==> config.mk <==
export PLATFORM = sky130hd
export DESIGN_NAME = async_rx_unit
export DESIGN_NICKNAME = d
export VERILOG_FILES = /design/src/rtl/rxu_pkg.sv /design/src/rtl/rxu_sync.sv /design/src/rtl/rxu_bit_timer.sv /design/src/rtl/rxu_frame_asm.sv /design/src/rtl/async_rx_unit.sv
export SDC_FILE = /design/constraint.sdc
export NUM_CORES = 1
export LEC_CHECK = 0
export BUFFER_PORTS_ARGS = -buffer_cell sky130_fd_sc_hd__buf_2
export CAP_MARGIN = 20
export CORE_MARGIN = 3
export CORE_UTILIZATION = 52
export DETAILED_ROUTE_END_ITERATION = 12
export GPL_TIMING_DRIVEN = 1
export HOLD_SLACK_MARGIN = 0.03
export PLACE_DENSITY_LB_ADDON = 0.2
export SLEW_MARGIN = 20
export SYNTH_ARGS = -nofsm -noshare
export SYNTH_HDL_FRONTEND = slang
export SYNTH_HIERARCHICAL = 1
export SYNTH_SLANG_ARGS = --single-unit
==> constraint.sdc <==
create_clock -name clk -period 1.65 [get_ports clk]
set_clock_uncertainty 0.15 [all_clocks]
set_input_delay 0.0825 -clock clk [delete_from_list [all_inputs] [get_ports clk]]
set_output_delay 0.0825 -clock clk [all_outputs]
set_load 0.03 [all_outputs]
==> src/rtl/rxu_pkg.sv <==
package rxu_pkg;
   typedef enum logic [1:0] {
      RXS_IDLE = 2'd0,
      RXS_CONF = 2'd1,
      RXS_DATA = 2'd2,
      RXS_STOP = 2'd3
   } rxu_state_e;
endpackage

==> src/rtl/rxu_sync.sv <==
module rxu_sync #(
   parameter int STAGES = 2
) (
   input  logic clk,
   input  logic rst_n,
   input  logic d,
   output logic q
);
   if (STAGES < 1) begin : g_bad_stages
      $error("rxu_sync: STAGES must be at least 1");
   end

   if (STAGES == 1) begin : g_single
      logic r;
      always_ff @(posedge clk or negedge rst_n) begin
         if (!rst_n) r <= 1'b1;
         else        r <= d;
      end
      assign q = r;
   end else begin : g_chain
      logic [STAGES-1:0] sh;
      always_ff @(posedge clk or negedge rst_n) begin
         if (!rst_n) sh <= '1;
         else        sh <= {sh[STAGES-2:0], d};
      end
      assign q = sh[STAGES-1];
   end
endmodule

==> src/rtl/rxu_bit_timer.sv <==
module rxu_bit_timer
   import rxu_pkg::*;
#(
   parameter int OVERSAMPLE = 16,
   parameter int NORM_W     = 7,
   parameter int MP_W       = 8,
   localparam int FRAME_W   = MP_W + 1,
   localparam int IDX_W     = $clog2(FRAME_W + 1),
   localparam int CNT_W     = $clog2(OVERSAMPLE)
) (
   input  logic             clk,
   input  logic             rst_n,
   input  logic             rx_en,
   input  logic             tick,
   input  logic             line,
   input  logic             mode_mp,
   input  logic             par_en,
   output logic             frame_start,
   output logic             bit_vld,
   output logic             bit_val,
   output logic [IDX_W-1:0] bit_idx,
   output logic             frame_done,
   output logic             stop_val
);
   localparam int HALF = OVERSAMPLE / 2;

   if (OVERSAMPLE < 4 || (OVERSAMPLE % 2) != 0) begin : g_bad_os
      $error("rxu_bit_timer: OVERSAMPLE must be even and at least 4");
   end

   rxu_state_e       state;
   logic [CNT_W-1:0] cnt;
   logic [IDX_W-1:0] idx;
   logic [IDX_W-1:0] last_idx;

   always_comb begin
      if (mode_mp)     last_idx = IDX_W'(FRAME_W - 1);
      else if (par_en) last_idx = IDX_W'(NORM_W);
      else             last_idx = IDX_W'(NORM_W - 1);
   end

   always_ff @(posedge clk or negedge rst_n) begin
      if (!rst_n) begin
         state       <= RXS_IDLE;
         cnt         <= '0;
         idx         <= '0;
         frame_start <= 1'b0;
         bit_vld     <= 1'b0;
         bit_val     <= 1'b0;
         bit_idx     <= '0;
         frame_done  <= 1'b0;
         stop_val    <= 1'b1;
      end else begin
         frame_start <= 1'b0;
         bit_vld     <= 1'b0;
         frame_done  <= 1'b0;
         if (!rx_en) begin
            state <= RXS_IDLE;
            cnt   <= '0;
         end else if (tick) begin
            case (state)
               RXS_IDLE: begin
                  if (!line) begin
                     state <= RXS_CONF;
                     cnt   <= '0;
                  end
               end
               RXS_CONF: begin
                  if (cnt == CNT_W'(HALF - 1)) begin
                     cnt <= '0;
                     if (!line) begin
                        state       <= RXS_DATA;
                        idx         <= '0;
                        frame_start <= 1'b1;
                     end else begin
                        state <= RXS_IDLE;
                     end
                  end else begin
                     cnt <= cnt + 1'b1;
                  end
               end
               RXS_DATA: begin
                  if (cnt == CNT_W'(OVERSAMPLE - 1)) begin
                     cnt     <= '0;
                     bit_vld <= 1'b1;
                     bit_val <= line;
                     bit_idx <= idx;
                     if (idx == last_idx) state <= RXS_STOP;
                     else                 idx   <= idx + 1'b1;
                  end else begin
                     cnt <= cnt + 1'b1;
                  end
               end
               default: begin
                  if (cnt == CNT_W'(OVERSAMPLE - 1)) begin
                     cnt        <= '0;
                     frame_done <= 1'b1;
                     stop_val   <= line;
                     state      <= RXS_IDLE;
                  end else begin
                     cnt <= cnt + 1'b1;
                  end
               end
            endcase
         end
      end
   end

   // with the enable low the timer is back in idle one cycle later
   p_idle_when_off_r1: assert property (@(posedge clk) disable iff (!rst_n)
      !rx_en |=> (state == RXS_IDLE));

   // completion is a single-cycle event
   p_done_single_r6: assert property (@(posedge clk) disable iff (!rst_n)
      frame_done |=> !frame_done);

   // a confirmed start is always followed by the data phase
   p_start_to_data_r2: assert property (@(posedge clk) disable iff (!rst_n)
      (frame_start && rx_en) |-> (state == RXS_DATA));
endmodule

==> src/rtl/rxu_frame_asm.sv <==
module rxu_frame_asm #(
   parameter int NORM_W   = 7,
   parameter int MP_W     = 8,
   localparam int FRAME_W = MP_W + 1,
   localparam int IDX_W   = $clog2(FRAME_W + 1)
) (
   input  logic             clk,
   input  logic             rst_n,
   input  logic             frame_start,
   input  logic             bit_vld,
   input  logic             bit_val,
   input  logic [IDX_W-1:0] bit_idx,
   input  logic             mode_mp,
   input  logic             par_en,
   input  logic             par_odd,
   output logic [MP_W-1:0]  dec_data,
   output logic             dec_mark,
   output logic             dec_perr
);
   if (MP_W <= NORM_W || NORM_W < 1) begin : g_bad_widths
      $error("rxu_frame_asm: MP_W must exceed NORM_W, NORM_W at least 1");
   end

   logic [FRAME_W-1:0] bits;

   always_ff @(posedge clk or negedge rst_n) begin
      if (!rst_n) begin
         bits <= '0;
      end else if (frame_start) begin
         bits <= '0;
      end else if (bit_vld) begin
         for (int i = 0; i < FRAME_W; i++) begin
            if (bit_idx == IDX_W'(i)) bits[i] <= bit_val;
         end
      end
   end

   logic par_calc;
   assign par_calc = (^bits[NORM_W-1:0]) ^ bits[NORM_W] ^ par_odd;

   always_comb begin
      if (mode_mp) begin
         dec_data = bits[MP_W-1:0];
         dec_mark = bits[FRAME_W-1];
         dec_perr = 1'b0;
      end else begin
         dec_data = {{(MP_W-NORM_W){1'b0}}, bits[NORM_W-1:0]};
         dec_mark = 1'b0;
         dec_perr = par_en & par_calc;
      end
   end

   // multiprocessor frames never report a parity error
   p_mp_no_parity_r5: assert property (@(posedge clk) disable iff (!rst_n)
      mode_mp |-> !dec_perr);
endmodule

==> src/rtl/async_rx_unit.sv <==
module async_rx_unit #(
   parameter int OVERSAMPLE  = 16,
   parameter int SYNC_STAGES = 2,
   parameter int NORM_W      = 7,
   parameter int MP_W        = 8,
   localparam int FRAME_W    = MP_W + 1,
   localparam int IDX_W      = $clog2(FRAME_W + 1)
) (
   input  logic            clk,
   input  logic            rst_n,
   input  logic            rx_en,
   input  logic            mode_mp,
   input  logic            par_en,
   input  logic            par_odd,
   input  logic            irq_en,
   input  logic            samp_tick,
   input  logic            rxd,
   input  logic            rd_strobe,
   input  logic            err_clr,
   output logic [MP_W-1:0] rx_data,
   output logic            rx_mark,
   output logic            rx_full,
   output logic            err_parity,
   output logic            err_frame,
   output logic            err_overrun,
   output logic            rx_irq
);
   logic             line_s;
   logic             frame_start;
   logic             bit_vld;
   logic             bit_val;
   logic [IDX_W-1:0] bit_idx;
   logic             frame_done;
   logic             stop_val;
   logic [MP_W-1:0]  dec_data;
   logic             dec_mark;
   logic             dec_perr;

   rxu_sync #(.STAGES(SYNC_STAGES)) u_sync (
      .clk  (clk),
      .rst_n(rst_n),
      .d    (rxd),
      .q    (line_s)
   );

   rxu_bit_timer #(
      .OVERSAMPLE(OVERSAMPLE),
      .NORM_W    (NORM_W),
      .MP_W      (MP_W)
   ) u_timer (
      .clk        (clk),
      .rst_n      (rst_n),
      .rx_en      (rx_en),
      .tick       (samp_tick),
      .line       (line_s),
      .mode_mp    (mode_mp),
      .par_en     (par_en),
      .frame_start(frame_start),
      .bit_vld    (bit_vld),
      .bit_val    (bit_val),
      .bit_idx    (bit_idx),
      .frame_done (frame_done),
      .stop_val   (stop_val)
   );

   rxu_frame_asm #(
      .NORM_W(NORM_W),
      .MP_W  (MP_W)
   ) u_asm (
      .clk        (clk),
      .rst_n      (rst_n),
      .frame_start(frame_start),
      .bit_vld    (bit_vld),
      .bit_val    (bit_val),
      .bit_idx    (bit_idx),
      .mode_mp    (mode_mp),
      .par_en     (par_en),
      .par_odd    (par_odd),
      .dec_data   (dec_data),
      .dec_mark   (dec_mark),
      .dec_perr   (dec_perr)
   );

   logic ovr_hit;
   assign ovr_hit = frame_done & rx_full & ~rd_strobe;

   always_ff @(posedge clk or negedge rst_n) begin
      if (!rst_n) begin
         rx_data     <= '0;
         rx_mark     <= 1'b0;
         rx_full     <= 1'b0;
         err_parity  <= 1'b0;
         err_frame   <= 1'b0;
         err_overrun <= 1'b0;
      end else begin
         if (frame_done) begin
            rx_data <= dec_data;
            rx_mark <= dec_mark;
         end
         rx_full     <= frame_done | (rx_full & ~rd_strobe);
         err_parity  <= (frame_done & dec_perr)  | (err_parity  & ~err_clr);
         err_frame   <= (frame_done & ~stop_val) | (err_frame   & ~err_clr);
         err_overrun <= ovr_hit                  | (err_overrun & ~err_clr);
      end
   end

   assign rx_irq = irq_en & rx_full;

   // the full flag only rises after a completed frame
   p_full_from_frame_r6: assert property (@(posedge clk) disable iff (!rst_n)
      $rose(rx_full) |-> $past(frame_done));

   // a low stop sample raises the framing flag
   p_frame_err_r7: assert property (@(posedge clk) disable iff (!rst_n)
      (frame_done && !stop_val) |=> err_frame);

   // completion over unread data raises the overrun flag
   p_overrun_r8: assert property (@(posedge clk) disable iff (!rst_n)
      (frame_done && rx_full && !rd_strobe) |=> (err_overrun && rx_full));

   // a read with no new frame empties the register
   p_read_clears_r9: assert property (@(posedge clk) disable iff (!rst_n)
      (rd_strobe && !frame_done) |=> !rx_full);

   // error flags hold without a clear strobe
   p_err_sticky_r10: assert property (@(posedge clk) disable iff (!rst_n)
      ((err_parity || err_frame || err_overrun) && !err_clr) |=>
      ((err_parity  || !$past(err_parity)) &&
       (err_frame   || !$past(err_frame))  &&
       (err_overrun || !$past(err_overrun))));
endmodule

# Word-level counts from Yosys, hierarchy flattened
# Cells that the tools add are included.
dict set report classes {
  eq_ne 23
  add_sub_neg 2
  n_reduce_logical 29
  n_bitwise 20
  n_mux 47
}
# op n
set op_table {}
lappend op_table {{2-to-1 mux 4 bit} 9}
lappend op_table {{2-to-1 mux 1 bit} 24}
lappend op_table {{nonzero test 2 bit} 11}
lappend op_table {{== test 4 x 3 -> 1 bit, second input constant} 5}
lappend op_table {{AND reduction 2 bit} 10}
lappend op_table {{2-to-1 mux 9 bit} 2}
lappend op_table {{2-to-1 mux 2 bit} 8}
lappend op_table {{case mux 4 bit (2 select lines)} 2}
lappend op_table {{AND 1 bit} 10}
lappend op_table {{inequality test 3 x 2 -> 1 bit, second input constant} 3}
lappend op_table {{adder 4 x 1 -> 4 bit, second input constant} 2}
lappend op_table {{== test 4 x 2 -> 1 bit, second input constant} 2}
lappend op_table {{== test 4 bit, second input constant} 2}
lappend op_table {{2-to-1 mux 8 bit} 1}
lappend op_table {{AND reduction 4 bit} 2}
lappend op_table {{AND reduction 7 bit} 1}
lappend op_table {{parity 7 bit} 1}
lappend op_table {{inequality test 2 x 1 -> 1 bit, second input constant} 3}
lappend op_table {{case mux 2 bit (3 select lines)} 1}
lappend op_table {{AND reduction 6 bit} 1}
lappend op_table {{== test 4 x 1 -> 1 bit, second input constant} 1}
lappend op_table {{== test 4 bit} 1}
lappend op_table {{logical NOT 4 bit} 1}
lappend op_table {{inequality test 2 bit, second input constant} 2}
lappend op_table {{other kinds (9)} 16}
dict set report word_totals {
  word_cells 146
  out_inout_bits 14
  inputBits 11
  ff_bits 43
}

# Longest topological paths before layout
dict set report depth {
  word_depth 8
  depth_mapped 6
  mapped_depth_nobuf 6
}

# Modules after synthesis
# The synthesis kept the hierarchy.
# module instances seq_area_each_um2 area_per_inst_um2 cells_per_inst
set by_module_without_submodules {}
lappend by_module_without_submodules {rxu_bit_timer 1 476.7 1027.2 96}
lappend by_module_without_submodules {rxu_frame_asm 1 225.2 646.9 69}
lappend by_module_without_submodules {async_rx_unit 1 325.3 545.5 34}
lappend by_module_without_submodules {rxu_sync 1 52.6 52.6 2}

# Least setup slack after synthesis
# No wires, ideal clock.
dict set report synth_timing {
  kind {flip-flop to flip-flop}
  start {register u_timer.cnt[0]}
  end {register u_timer.idx[1]}
  path_stages_with_launch 6
  setup_slack_ns -0.081
  arrival_ns 1.461
  n_path_buf 0
  required_ns 1.380
  setup_ns 0.120
  path_cell_list {dfrtp_1 > ha_1 > nand4_2 > o31a_2 > o21a_1 > a31o_1}
}
dict set report synth_between {
  elab_chain_cells 3
  word_cells_on_any_way 5
}
# item line
set synth_rtl {}
lappend synth_rtl {{start: declaration} rxu_bit_timer.sv:32} ;# logic [CNT_W-1:0] cnt;
lappend synth_rtl {{start signal: assignment} rxu_bit_timer.sv:79} ;# cnt <= cnt + 1'b1;
lappend synth_rtl {{start signal: assignment} rxu_bit_timer.sv:91} ;# cnt <= cnt + 1'b1;
lappend synth_rtl {{start signal: assignment} rxu_bit_timer.sv:101} ;# cnt <= cnt + 1'b1;
lappend synth_rtl {{== test 4 bit / == test 4 x 3 -> 1 bit (equally long branches)} {rxu_bit_timer.sv:83, rxu_bit_timer.sv:69}}
lappend synth_rtl {{inequality test 2 x 1 -> 1 bit (no source line)} --}
lappend synth_rtl {{AND reduction 7 bit (no source line) (*)} --}
lappend synth_rtl {{end signal: assignment} rxu_bit_timer.sv:89} ;# else idx <= idx + 1'b1;
lappend synth_rtl {{end: declaration} rxu_bit_timer.sv:33} ;# logic [IDX_W-1:0] idx;
# Every way passes the cells marked *; elsewhere a longest branch is shown, timed or not.
# A chain may end at the register's enable or synchronous reset.

# Worst setup path after layout
dict set report layout_timing {
  start {register u_timer.state[1]}
  end {register u_timer.idx[2]}
}
dict set report layout_between {
  elab_chain_cells 3
  word_cells_on_any_way 9
}
# item line
set layout_rtl {}
lappend layout_rtl {{start: declaration} rxu_bit_timer.sv:31} ;# rxu_state_e state;
lappend layout_rtl {{start signal: assignment} rxu_bit_timer.sv:44} ;# state <= RXS_IDLE;
lappend layout_rtl {{start signal: assignment} rxu_bit_timer.sv:58} ;# state <= RXS_IDLE;
lappend layout_rtl {{start signal: assignment} rxu_bit_timer.sv:64} ;# state <= RXS_CONF;
lappend layout_rtl {{== test 2 bit / == test 2 x 1 -> 1 bit (equally long branches)} rxu_bit_timer.sv:61} ;# case (state)
lappend layout_rtl {{inequality test 2 x 1 -> 1 bit (no source line) (tied with other cells)} --}
lappend layout_rtl {{AND reduction 7 bit (no source line)} --}
# Several ways; a longest one is shown, not always the timed one.

==> results.cfg <==
[grt]
first_global_vias = 1918
grt_pass1_wl_um = 8420
overflow = 0
grt_util_all_layers = 0.207
antenna_found_initial = 0
grt_max_degree = 28

[logic_synthesis]
postSynthCellCount = 201
yosysUniqueCellTypes = 63
synth_area_leader_cell = dfrtp_1
synth-async-reset-ratio = 1.00
syn-cell-area_sq_mm = 0.00227
synth_top_cell_area_share = 0.441
synth_area_leaders = dfrtp_1, mux2_4, dfstp_2, o21ai_0, buf_4
synth_seq_area_share = 0.475
yosys_warnings = 6
syn_avg_cell_area_sq_um = 11.3
synth-main-ff-cell = dfrtp_1
synth_edf_count = 0
syn_nets = 214
ys_ff_latch = 43

[detailed_routing]
wl_per_cell_um = 15.9
viasPerCell = 5.77
drt_first_pass_iters = 4
ant_nets = 0
drc = 0
drt-total-wl_um = 5070
drt_iter0_drc = 106
num_vias = 1835

[placed_design]
gp_congestion = 0.964
place_ws_ns = -0.127
place_hpwl_um = 3600
dp.cells = 294
port_buffers = 24
dpl-instance-area_sq_mm = 0.00262

[setup_path]
cp.required_ns = 1.72
slowest_stage = dfrtp_2
path_max_fanout = 8
path_class = flip-flop to flip-flop
path_cells = or3b_4 > a21o_4 > o31a_1 > o21ai_1
crit_family = compound AO/OA/AOI/OAI gates
worst-path-buf-inv = 0
critical_path.max_stage_delay_ns = 0.46
r2r_slack_ns = -0.12
worstPathArrival_ns = 1.83
cp-start-kind = flip-flop
cp-end-kind = flip-flop

[cells_and_area]
final_cell_mix = buf_4, dfrtp_1, buf_2, o21ai_0, mux2_4
nets = 280
final_layout_size_suffix_gt1_frac = 0.429
antenna_cells = 0
instances_no_fill = 318
final_core_util = 0.715
synthToLayoutAreaGrowth_pct = 29.4
design_area_sq_mm = 0.00294
layout_commonest_cell = buf_4

[status]
violations = setup timing
outcome = finished with violations

[floorplan]
chipWidth_um = 72.1
rows = 23
io_pins = 25
coreArea_sq_mm = 0.00412
start_util = 0.552
die_area_sq_mm = 0.00520
die_h_um = 72.1

[clock_tree]
clkLatencyLatePin_ns = 0.29
htree_num_levels = 2
clk_path_buf_depth = 2
cts_made_buffers = 5
cts_tree = done
clock-root-buffer = clkbuf_8
cts.sinks = 43
clk_pin_slew_ns = 0.09

[timing]
fmax_ghz = 0.567
fin_crit_sh = 1.07
fin_ws_ns = -0.115
drv_slew = 0
holdWs_ns = 0.0766
hold_viol_final = 0
rsz0062_at_grt = true
fin_crit_ns = 1.77
slew_headroom = 0.735
setup_viol = 11
worstMarginPinSlew_ns = 0.397

[power_and_ir_drop]
leakagePower_nw = 1.38
p_per_area_mw_per_mm2 = 750
vdd_drop_max_mv = 0.420

[hold_path]
hold_path.class = input port to flip-flop

[flow_run]
max_cap_violations = 0
==> metal layers <==
| metal | GRT usage | up-vias | part of all wire |
|---|---|---|---|
| li1 | - | 860 | - |
| met1 | 0.241 | 898 | 0.42 |
| met2 | 0.376 | 68 | 0.51 |
| met3 | 0.0305 | 9 | 0.051 |
| met4 | 0.0856 | 0 | 0.015 |
| met5 | 0 | - | 0 |
==> state kept, by name, indices dropped and copies added (netlist names) <==
name,count
u_timer/bit_idx,4
u_asm/bits,9
u_timer/idx,4
err_overrun,1
u_timer/frame_done,1
u_timer/bit_vld,1
u_timer/bit_val,1
err_frame,1
u_timer/cnt,4
err_parity,1
rx_full,1
rx_mark,1
rx_data,8
u_timer/frame_start,1
u_sync/g_chain.sh,2
u_timer/state,2
u_timer/stop_val,1
==> Yosys cell counts (all sizes together) (4+ instances only) <==
master	instances
dfrtp	40
buf	13
nand3	8
nand2b	4
nand2	8
and2	4
or3b	4
nand4	6
nor2	6
inv	10
a21oi	9
o21ai	17
mux2	15
==> path summary, 6_finish.rpt <==
check	from	end	cells past startpoint
worst min register to register	u_sync/g_chain.sh[0]	u_sync/g_chain.sh[1]	0
worst max-delay path	u_timer/state[1]	u_timer/idx[2]	4
max in group asynchronous	rst_n	u_timer/state[1]	3
min in group asynchronous	rst_n	rx_data[7]	2
worst min-delay path	mode_mp	rx_data[7]	3
worst max register to register	u_timer/state[1]	u_timer/idx[2]	4
==> logic make-up (layout without fill, tap and decap cells) <==
group	count (synthesis)	in the layout	share of synthesized area
AOI/OAI and AO/OA	49	49	0.149
xor gates and xnor gates	5	5	0.0319
adders and majority gates	2	2	0.0110
buffers and inverters	24	91	0.0655
DFF	43	43	0.475
muxes	17	17	0.0964
and+or+nand+nor	61	61	0.171
==> stage by stage <==
| stage | setup TNS [ns] | power (mW) |
|---|---|---|
| 2_1_floorplan | -0.271 | 1.30 |
| 3_3_place_gp | -0.0952 | 1.47 |
| 3_5_place_dp | -0.360 | 1.48 |
| 4_1_cts | -0.469 | 2.18 |
| 5_1_grt | -1.39 | 2.30 |
| 6_report | -0.707 | 2.21 |
==> tightest hold or removal path, stage by stage <==
cell	delay [ns]
buf_2	0.13
and2_1	0.14
mux2_4	0.13
==> layout make-up <==
class	instances	area, sq um
Clock buffer	5	68.8
Clock inverter	3	25.0
Fill cell	289	1170
Inverter	10	42.5
Multi-Input combinational cell	134	1140
Sequential cell	43	1080
Tap cell	50	62.6
Timing Repair Buffer	73	517
==> repair_timing <==
| action | in CTS | in global routing |
|---|---|---|
| endpoints found under the setup margin | 13 | 16 |
| setup buffers | 10 | 1 |
| cloned | 0 | 0 |
| gates resized for setup | 10 | 10 |
| pin swaps | 3 | 6 |
| hold buffers | 5 | 0 |
| endpoints found under the hold margin | 51 | 0 |
==> power breakdown <==
part,switching [mW],internal (mW)
Sequential,0.0374,1.09
Clock,0.368,0.302
Combinational,0.189,0.217
Total,0.595,1.61
Note: power is estimated with default switching activity, not from simulation.
